<file path="src/rtl/prio_irq_pkg.sv">
package prio_irq_pkg;

  localparam int NSRC   = 6;
  localparam int IDXW   = $clog2(NSRC);
  localparam int VECW   = 16;
  localparam int REGW   = 8;
  localparam int GEN_BIT = REGW - 1;
  localparam int NLVL   = 2;

  typedef enum logic [0:0] {
    LVL_LO = 1'b0,
    LVL_HI = 1'b1
  } lvl_e;

  typedef struct packed {
    logic            found;
    logic [IDXW-1:0] idx;
  } pick_t;

  // Slots are 8 bytes apart starting at 3; slot 4 (offset 0x23) is skipped.
  function automatic logic [VECW-1:0] vec_of(input logic [IDXW-1:0] idx);
    logic [VECW-1:0] v;
    v = (VECW'(idx) << 3) + VECW'(3);
    if (idx >= IDXW'(4)) v = v + VECW'(8);
    return v;
  endfunction

endpackage

</file>
<file path="src/rtl/prio_irq_mask.sv">
module prio_irq_mask
  import prio_irq_pkg::*;
(
  input  logic [NSRC-1:0] req_i,
  input  logic [REGW-1:0] enable_i,
  input  logic [REGW-1:0] level_i,
  output logic [NSRC-1:0] hi_req_o,
  output logic [NSRC-1:0] lo_req_o
);

  logic [NSRC-1:0] qual;

  always_comb begin
    qual     = req_i & enable_i[NSRC-1:0] & {NSRC{enable_i[GEN_BIT]}};
    hi_req_o = qual &  level_i[NSRC-1:0];
    lo_req_o = qual & ~level_i[NSRC-1:0];
  end

endmodule

</file>
<file path="src/rtl/prio_irq_pick.sv">
module prio_irq_pick
  import prio_irq_pkg::*;
#(
  parameter int N = NSRC
) (
  input  logic [N-1:0] req_i,
  output pick_t        pick_o
);

  // Scan from the last index down so the lowest set index wins.
  always_comb begin
    pick_o.found = 1'b0;
    pick_o.idx   = '0;
    for (int i = N - 1; i >= 0; i--) begin
      if (req_i[i]) begin
        pick_o.found = 1'b1;
        pick_o.idx   = IDXW'(i);
      end
    end
  end

endmodule

</file>
<file path="src/rtl/prio_irq_insvc.sv">
module prio_irq_insvc
  import prio_irq_pkg::*;
(
  input  logic            clk,
  input  logic            rst_n,
  input  logic            set_en_i,
  input  lvl_e            set_lvl_i,
  input  logic            reti_i,
  output logic [NLVL-1:0] insvc_o
);

  logic [NLVL-1:0] insvc_q;
  logic [NLVL-1:0] insvc_d;
  logic            insvc_en;

  always_comb begin
    insvc_d = insvc_q;
    // Return closes the innermost open level first.
    if (reti_i) begin
      if (insvc_q[LVL_HI]) insvc_d[LVL_HI] = 1'b0;
      else                 insvc_d[LVL_LO] = 1'b0;
    end
    if (set_en_i) insvc_d[set_lvl_i] = 1'b1;
    insvc_en = reti_i | set_en_i;
  end

  always_ff @(posedge clk or negedge rst_n) begin
    if (!rst_n)        insvc_q <= '0;
    else if (insvc_en) insvc_q <= insvc_d;
  end

  assign insvc_o = insvc_q;

endmodule

</file>
<file path="src/rtl/prio_irq_ctrl.sv">
module prio_irq_ctrl
  import prio_irq_pkg::*;
(
  input  logic            clk,
  input  logic            rst_n,
  input  logic [NSRC-1:0] req_i,
  input  logic [REGW-1:0] enable_i,
  input  logic [REGW-1:0] level_i,
  input  logic            ack_i,
  input  logic            reti_i,
  output logic            irq_o,
  output logic [VECW-1:0] vec_o,
  output logic [NLVL-1:0] insvc_o
);

  // Reset synchronizer: asserts at once, releases on the second edge.
  logic [1:0] rst_sync_q;
  logic       rst_int_n;

  always_ff @(posedge clk or negedge rst_n) begin
    if (!rst_n) rst_sync_q <= 2'b00;
    else        rst_sync_q <= {rst_sync_q[0], 1'b1};
  end
  assign rst_int_n = rst_sync_q[1];

  // Masking and per-level split.
  logic [NSRC-1:0] lvl_req [NLVL];
  pick_t           lvl_pick [NLVL];

  prio_irq_mask u_mask (
    .req_i    (req_i),
    .enable_i (enable_i),
    .level_i  (level_i),
    .hi_req_o (lvl_req[LVL_HI]),
    .lo_req_o (lvl_req[LVL_LO])
  );

  for (genvar g = 0; g < NLVL; g++) begin : g_lvl
    prio_irq_pick #(.N(NSRC)) u_pick (
      .req_i  (lvl_req[g]),
      .pick_o (lvl_pick[g])
    );
  end

  // Pending state.
  logic            pend_q, pend_d;
  lvl_e            lvl_q, lvl_d;
  logic [VECW-1:0] vec_q, vec_d;
  logic            pend_en;
  logic            take;
  logic [NLVL-1:0] insvc;

  prio_irq_insvc u_insvc (
    .clk       (clk),
    .rst_n     (rst_int_n),
    .set_en_i  (take),
    .set_lvl_i (lvl_q),
    .reti_i    (reti_i),
    .insvc_o   (insvc)
  );

  always_comb begin
    take    = pend_q & ack_i;
    pend_d  = pend_q;
    lvl_d   = lvl_q;
    vec_d   = vec_q;
    pend_en = 1'b0;
    if (pend_q) begin
      // Frozen until taken.
      if (ack_i) begin
        pend_d  = 1'b0;
        pend_en = 1'b1;
      end
    end else if (lvl_pick[LVL_HI].found && !insvc[LVL_HI]) begin
      pend_d  = 1'b1;
      lvl_d   = LVL_HI;
      vec_d   = vec_of(lvl_pick[LVL_HI].idx);
      pend_en = 1'b1;
    end else if (lvl_pick[LVL_LO].found && (insvc == '0)) begin
      pend_d  = 1'b1;
      lvl_d   = LVL_LO;
      vec_d   = vec_of(lvl_pick[LVL_LO].idx);
      pend_en = 1'b1;
    end
  end

  always_ff @(posedge clk or negedge rst_int_n) begin
    if (!rst_int_n) begin
      pend_q <= 1'b0;
      lvl_q  <= LVL_LO;
      vec_q  <= '0;
    end else if (pend_en) begin
      pend_q <= pend_d;
      lvl_q  <= lvl_d;
      vec_q  <= vec_d;
    end
  end

  assign irq_o   = pend_q;
  assign vec_o   = vec_q;
  assign insvc_o = insvc;

endmodule

</file>
<file path="config.mk">
export PLATFORM = sky130hd
export DESIGN_NAME = prio_irq_ctrl
export DESIGN_NICKNAME = d
export VERILOG_FILES = /design/src/rtl/prio_irq_pkg.sv /design/src/rtl/prio_irq_mask.sv /design/src/rtl/prio_irq_pick.sv /design/src/rtl/prio_irq_insvc.sv /design/src/rtl/prio_irq_ctrl.sv
export SDC_FILE = /design/constraint.sdc
export NUM_CORES = 1
export LEC_CHECK = 0
export BUFFER_PORTS_ARGS = -buffer_cell sky130_fd_sc_hd__buf_2
export CAP_MARGIN = 20
export CORE_UTILIZATION = 42
export CTS_CLUSTER_SIZE = 12
export DETAILED_ROUTE_END_ITERATION = 6
export GPL_TIMING_DRIVEN = 0
export PLACE_DENSITY = 0.77
export RECOVER_POWER = 25
export SYNTH_ARGS = -nofsm -noshare
export SYNTH_HDL_FRONTEND = slang
export SYNTH_SLANG_ARGS = --single-unit
export TNS_END_PERCENT = 50
</file>
<file path="constraint.sdc">
create_clock -name clk -period 0.8 [get_ports clk]
set_input_delay 0.16 -clock clk [delete_from_list [all_inputs] [get_ports clk]]
set_output_delay 0.16 -clock clk [all_outputs]
set_load 0.05 [all_outputs]
</file>
## Word level (Yosys, flattened, before mapping)

Cells that the tools add are included.

| storage, ports and cells | value |
|---|---|
| output and inout bits | 19 |
| bits of input ports | 26 |
| flip-flop bits (word level) | 22 |

| operators by class | value |
|---|---|
| $lt $le $gt $ge | 4 |
| bitwise gates (word level) | 9 |
| mux-type cells | 29 |
| reductions and logical operators | 7 |
| add/subtract/negate cells | 4 |

Operator list:

| operator | number |
|---|---|
| $mux W4 | 12 |
| $mux W16 | 2 |
| $and A6 B6 Y6 | 4 |
| $add A7 B4 Y8 const B | 2 |
| $mux W8 | 2 |
| $add A6 B2 Y7 const B | 2 |
| $mux W1 | 10 |
| $ge A3 B3 Y1 const B | 2 |
| $not A6 Y6 | 1 |
| $mux W2 | 2 |
| $logic_and A1 B1 Y1 | 3 |
| $reduce_and A3 Y1 | 1 |
| $logic_not A2 Y1 | 1 |
| $lt A1 B2 Y1 const B | 1 |
| $or A2 B2 Y2 | 1 |
| $reduce_bool A2 Y1 | 1 |
| $and A1 B1 Y1 | 1 |
| $demux W1 S1 | 1 |
| $ge A1 B1 Y1 const B | 1 |
| $logic_not A1 Y1 | 1 |
| $not A1 Y1 | 1 |
| $or A1 B1 Y1 | 1 |

## Longest topological paths before layout

| logic depth | value |
|---|---|
| depth after elaboration | 14 |
| depth in mapped cells | 6 |
| mapped depth without buffers | 5 |

## Cells and area by module

Synthesis repeated with hierarchy kept, for this count alone.

| second synthesis, totals | value |
|---|---|
| cell total of the unflattened synthesis | 98 |
| area total of the unflattened synthesis | 928.4 um^2 |

Modules (own cells, without submodules):

| module | times used | area an instance (um^2) | cells each | sequential area each (um^2) |
|---|---|---|---|---|
| prio_irq_ctrl | 1 | 618.1 | 57 | 225.2 |
| prio_irq_mask | 1 | 123.9 | 13 | 0.0 |
| prio_irq_pick | 2 | 52.6 | 10 | 0.0 |
| prio_irq_insvc | 1 | 81.3 | 8 | 50.0 |

## Worst setup path before layout

Ideal clock, no wire load.

| path | value |
|---|---|
| path type | reg2reg |
| from | register u_insvc.insvc_q[0], in the netlist u_insvc.insvc_o[0] |
| to | register vec_q[3], in the netlist vec_o[3] |
| stages on the path, launching flop included | 4 |
| data required time | 0.675 ns |
| path buffers | 0 |
| clock period less this slack | 1.612 ns |
| arrival | 1.487 ns |
| path slack | -0.812 ns |
| library setup time | 0.125 ns |
| cells stage by stage | dfrtp_1 > o21bai_2 > a211o_4 > mux2_4 |

| between the ends | value |
|---|---|
| longest elaborated chain between the ends | 6 |
| elaborated cells between the ends (all ways) | 7 |
| those cells by class | 3 x mux; 4 x reduce/logical |

Ends and longest elaborated chain:

| element | RTL line | text |
|---|---|---|
| start, declared | prio_irq_insvc.sv:12 | `logic [NLVL-1:0] insvc_q;` |
| start signal, assigned | prio_irq_insvc.sv:29 | `else if (insvc_en) insvc_q <= insvc_d;` |
| $logic_not A2 Y1 * | prio_irq_ctrl.sv:79 | `end else if (lvl_pick[LVL_LO].found && (insvc == '0)) begin` |
| $logic_and A1 B1 Y1 * | prio_irq_ctrl.sv:79 |  |
| $mux W1 | prio_irq_ctrl.sv:79 |  |
| $mux W1 | prio_irq_ctrl.sv:74 | `end else if (lvl_pick[LVL_HI].found && !insvc[LVL_HI]) begin` |
| $mux W1 | prio_irq_ctrl.sv:68 | `if (pend_q) begin` |
| $reduce_and A3 Y1 (no source line) * | n/a |  |
| end signal, assigned | prio_irq_ctrl.sv:95 | `vec_q <= vec_d;` |
| end, declared | prio_irq_ctrl.sv:48 | `logic [VECW-1:0] vec_q, vec_d;` |

Mark *: on every way between the ends. The rest lies on a longest branch, timed or not.
A chain may end at the register's enable or synchronous reset.

## Worst setup path after layout

| path | value |
|---|---|
| from | input enable_i[7] |
| to | register vec_q[3], in the netlist vec_o[3] |

| between the ends | value |
|---|---|
| longest elaborated chain between the ends | 13 |
| elaborated cells between the ends (all ways) | 32 |
| those cells by class | 4 x add/sub; 2 x order compare; 19 x mux; 3 x bitwise; 4 x reduce/logical |

Ends and longest elaborated chain:

| element | RTL line | text |
|---|---|---|
| start, declared | prio_irq_ctrl.sv:7 | `input logic [REGW-1:0] enable_i,` |
| $and A6 B6 Y6 * | prio_irq_mask.sv:14 | `qual = req_i & enable_i[NSRC-1:0] & {NSRC{enable_i[GEN_BIT]}};` |
| $and A6 B6 Y6 | prio_irq_mask.sv:16 | `lo_req_o = qual & ~level_i[NSRC-1:0];` |
| $mux W4 (6 in series) | prio_irq_pick.sv:15 | `if (req_i[i]) begin` |
| $add A6 B2 Y7 / $logic_and A1 B1 Y1 (equally long branches) | prio_irq_pkg.sv:23, prio_irq_ctrl.sv:79 |  |
| $add A7 B4 Y8 / $mux W1 (equally long branches) | prio_irq_pkg.sv:24, prio_irq_ctrl.sv:79 |  |
| $mux W8 / $mux W1 (equally long branches) | prio_irq_pkg.sv:24, prio_irq_ctrl.sv:74 |  |
| $mux W16 / $mux W1 (equally long branches) | prio_irq_ctrl.sv:79, prio_irq_ctrl.sv:68 |  |
| $mux W16 / $reduce_and A3 Y1 (equally long branches) | n/a |  |

Mark *: on every way between the ends. The rest lies on a longest branch, timed or not. The select of a mux whose other input is x is not followed.

==> impl_metrics.yaml <==
global_route:
  grt_max_degree: 11
  first_global_vias: 640
  grt.overflow.total: 0
  track_usage_pct: 17.5
  antenna_found_initial: 0
  grt_pass1_wl_um: 2560
yosys:
  syn_avg_cell_area_um2: 9.60
  ys_seq_area_share_pct: 35.8
  synth_cell_type_count: 31
  synth_area_leaders: "dfrtp_1 (36%), buf_4 (11%), nand4_1 (4.1%), nand4b_2 (3.9%), nand4b_1 (3.4%)"
  yosysWarnings: 0
  yosysTopAreaCellShare_pct: 35.8
  async_flop_share_pct: 100
  synth_largest_area_cell: "dfrtp_1"
  synth_edf_count: 0
  synthCells: 80
  synth_area_um2: 768
  ys_ff_latch: 11
  ys.flop_type: "dfrtp_1"
finish:
  seqCellArea_um2: 278
  drive_above_1_share_pct: 50.8
  n_antenna_cell: 0
  areaGrowthSynthToFinish_pct: 53.7
  fill_cells: 147
  final_common_cell: "buf_2"
  mostFrequentLayoutCells: "buf_2 (21), buf_4 (17), conb_1 (11), buf_6 (10), dfrtp_1 (9)"
  post-route-util_pct: 68.4
  final_area_um2: 1180
  final_net_count: 159
  multiInputGateArea_um2: 449
cts:
  cts_sinks: 11
  clk_pin_slew_worst_paths_ns: 0.07
  htreeDepth: 1
  numCtsBuffers: 3
  cts_root_buf: "clkbuf_4"
  clockBufferDepth: 2
  tritoncts: "yes"
  clkLatencyLatePin_ns: 0.26
critical_path:
  cp_slowest_cell: "a211o_4"
  path_max_fanout: 5
  critical_path_class: "in2reg"
  worst_setup_path_end_kind: "flop"
  worstPathCellList: "buf_2 > buf_4 > nand4b_1 > nand4_4 > o21bai_4 > a211o_4 > mux2_4"
  cp-start-kind: "input port"
  worstPathRequired_ns: 0.95
  critPathTopFamily: "compound AO/OA/AOI/OAI gates"
  cp_data_arrival_time_ns: 1.50
  cpPeakStageDelay_ns: 0.34
  crit_buf_inv: 2
sta:
  finalHoldViolations: 0
  rsz0062_at_grt: "yes"
  setup_slack_ns: -0.557
  final-max-slew-violation-count: 0
  max_freq_mhz: 737
  post-route-period-util_pct: 170
  fin_worst_skew_ns: 0.00118
  fin_crit_ns: 1.36
  tns_ns: -5.49
  hold_ws_ns: 0.0771
  report.final.setup_viol: 17
drt:
  wl_per_cell_um: 11.0
  drt-pass1-iter-count: 4
  via_per_inst: 4.76
  drc: 0
  num_vias: 747
  first_iter_violations: 10
  antenna_left: 0
  wl_um: 1730
power_and_ir_drop:
  p_total_w: 0.00306
  ir_drop_uv: 1860
  power.density_nw_per_um2: 2590
  leakage_nw: 0.609
floorplan:
  chipHeight_um: 44.8
  initial_core_util_pct: 44.5
  fp.dieW_um: 44.8
  io_pins: 45
  rows: 15
  die_area_um2: 2000
  core_area_um2: 1730
flow_run:
  cap_violations: 0
status:
  status: "finished with violations"
  violations: "setup timing"
placed_design:
  placed_area_um2: 1000
  gp_congestion: 0.776
  io_buffers: 31
  hpwl_um: 1250
min_path:
  hold_path_class: "in2reg"
-- per-layer routing --
metal  global-route usage (%)  share of wire, %  vias up
met3                     1.20               4.5        2
met4                     7.27              0.35        0
li1                         -                 -      376
met2                     32.9                53       25
met1                     20.5                42      344
met5                        0                 0        -
-- cell usage after synthesis, types with 2 or more instances --
library cell / instances
nand4b_2: 2
conb_1: 2
buf_4: 11
o31ai_1: 3
a31oi_1: 2
nand4_1: 5
mux2i_1: 2
nand3_1: 3
o21ai_0: 4
nand4b_1: 3
inv_1: 6
o2bb2ai_1: 2
dfrtp_1: 11
nand2_1: 6
or2b_1: 2
-- repair_timing --
action                                 in CTS  in global routing
endpoints found under the hold margin       2                  0
hold buffers                                1                  0
gates cloned                                0                  1
pin swaps                                   2                  5
buffers inserted                            3                  3
setup endpoints to repair                  18                 18
resized for setup                          24                  7
-- metrics by stage --
step | setup slack (ns) | std cells
floorplan | -0.677 | 89
global placement | -0.802 | 145
detailed placement | -0.805 | 145
CTS | -0.538 | 153
global route | -0.585 | 157
finish | -0.557 | 157
-- cell type report --
type	count	area share, %
timing repair buffer	39	23.4
sequential	11	23.5
inverter	6	1.91
multi-input combinational	60	38.0
clock buffer	4	2.22
tap	25	2.65
buffer	12	8.26
-- where the power goes --
part | switching (W) | leakage (nW) | internal [W]
Combinational | 0.00100 | 0.462 | 0.000775
Sequential | 0.000192 | 0.132 | 0.000736
Clock | 0.000167 | 0.0150 | 0.000192
-- worst reg2reg max path, delay by kind of cell (launching register included) --
family / cells / cell delay (ns)
compound gates: 2 / 0.51
flops: 1 / 0.40
mux: 1 / 0.30
-- path summary, 6_finish.rpt --
path / start / end / slack [ns] / cells past startpoint
worst max-delay path: enable_i[7] / vec_o[3]$_DFFE_PN0P_ / -0.56 / 7
worst max register to register: u_insvc.insvc_o[0]$_DFFE_PN0P_ / vec_o[3]$_DFFE_PN0P_ / -0.53 / 3
worst min register to register: rst_sync_q[1]$_DFF_PN0_ / vec_o[3]$_DFFE_PN0P_ / 0.14 / 0
worst min-delay path: reti_i / u_insvc.insvc_o[1]$_DFFE_PN0P_ / 0.08 / 2
max in group asynchronous: rst_sync_q[1]$_DFF_PN0_ / u_insvc.insvc_o[0]$_DFFE_PN0P_ / 0.38 / 0
min in group asynchronous: rst_sync_q[1]$_DFF_PN0_ / vec_o[3]$_DFFE_PN0P_ / 0.14 / 0
-- registers in the layout (all words and copies together) (netlist names) --
| name | flops |
|---|---|
| vec_o | 5 |
| rst_sync_q | 2 |
| u_insvc.insvc_o | 2 |
| irq_o | 1 |
| lvl_q | 1 |
-- cell families (layout without fill, tap and decap cells) --
kind of cell	count (synthesis)	in the layout	share of synthesized area, %
compound gates	19	19	19.7
other cells	2	11	0.978
mux	3	3	4.56
flops	11	11	35.8
simple gates	27	27	23.8
buf+inv	18	61	15.1
No activity file was read; power rests on OpenSTA's default activity.
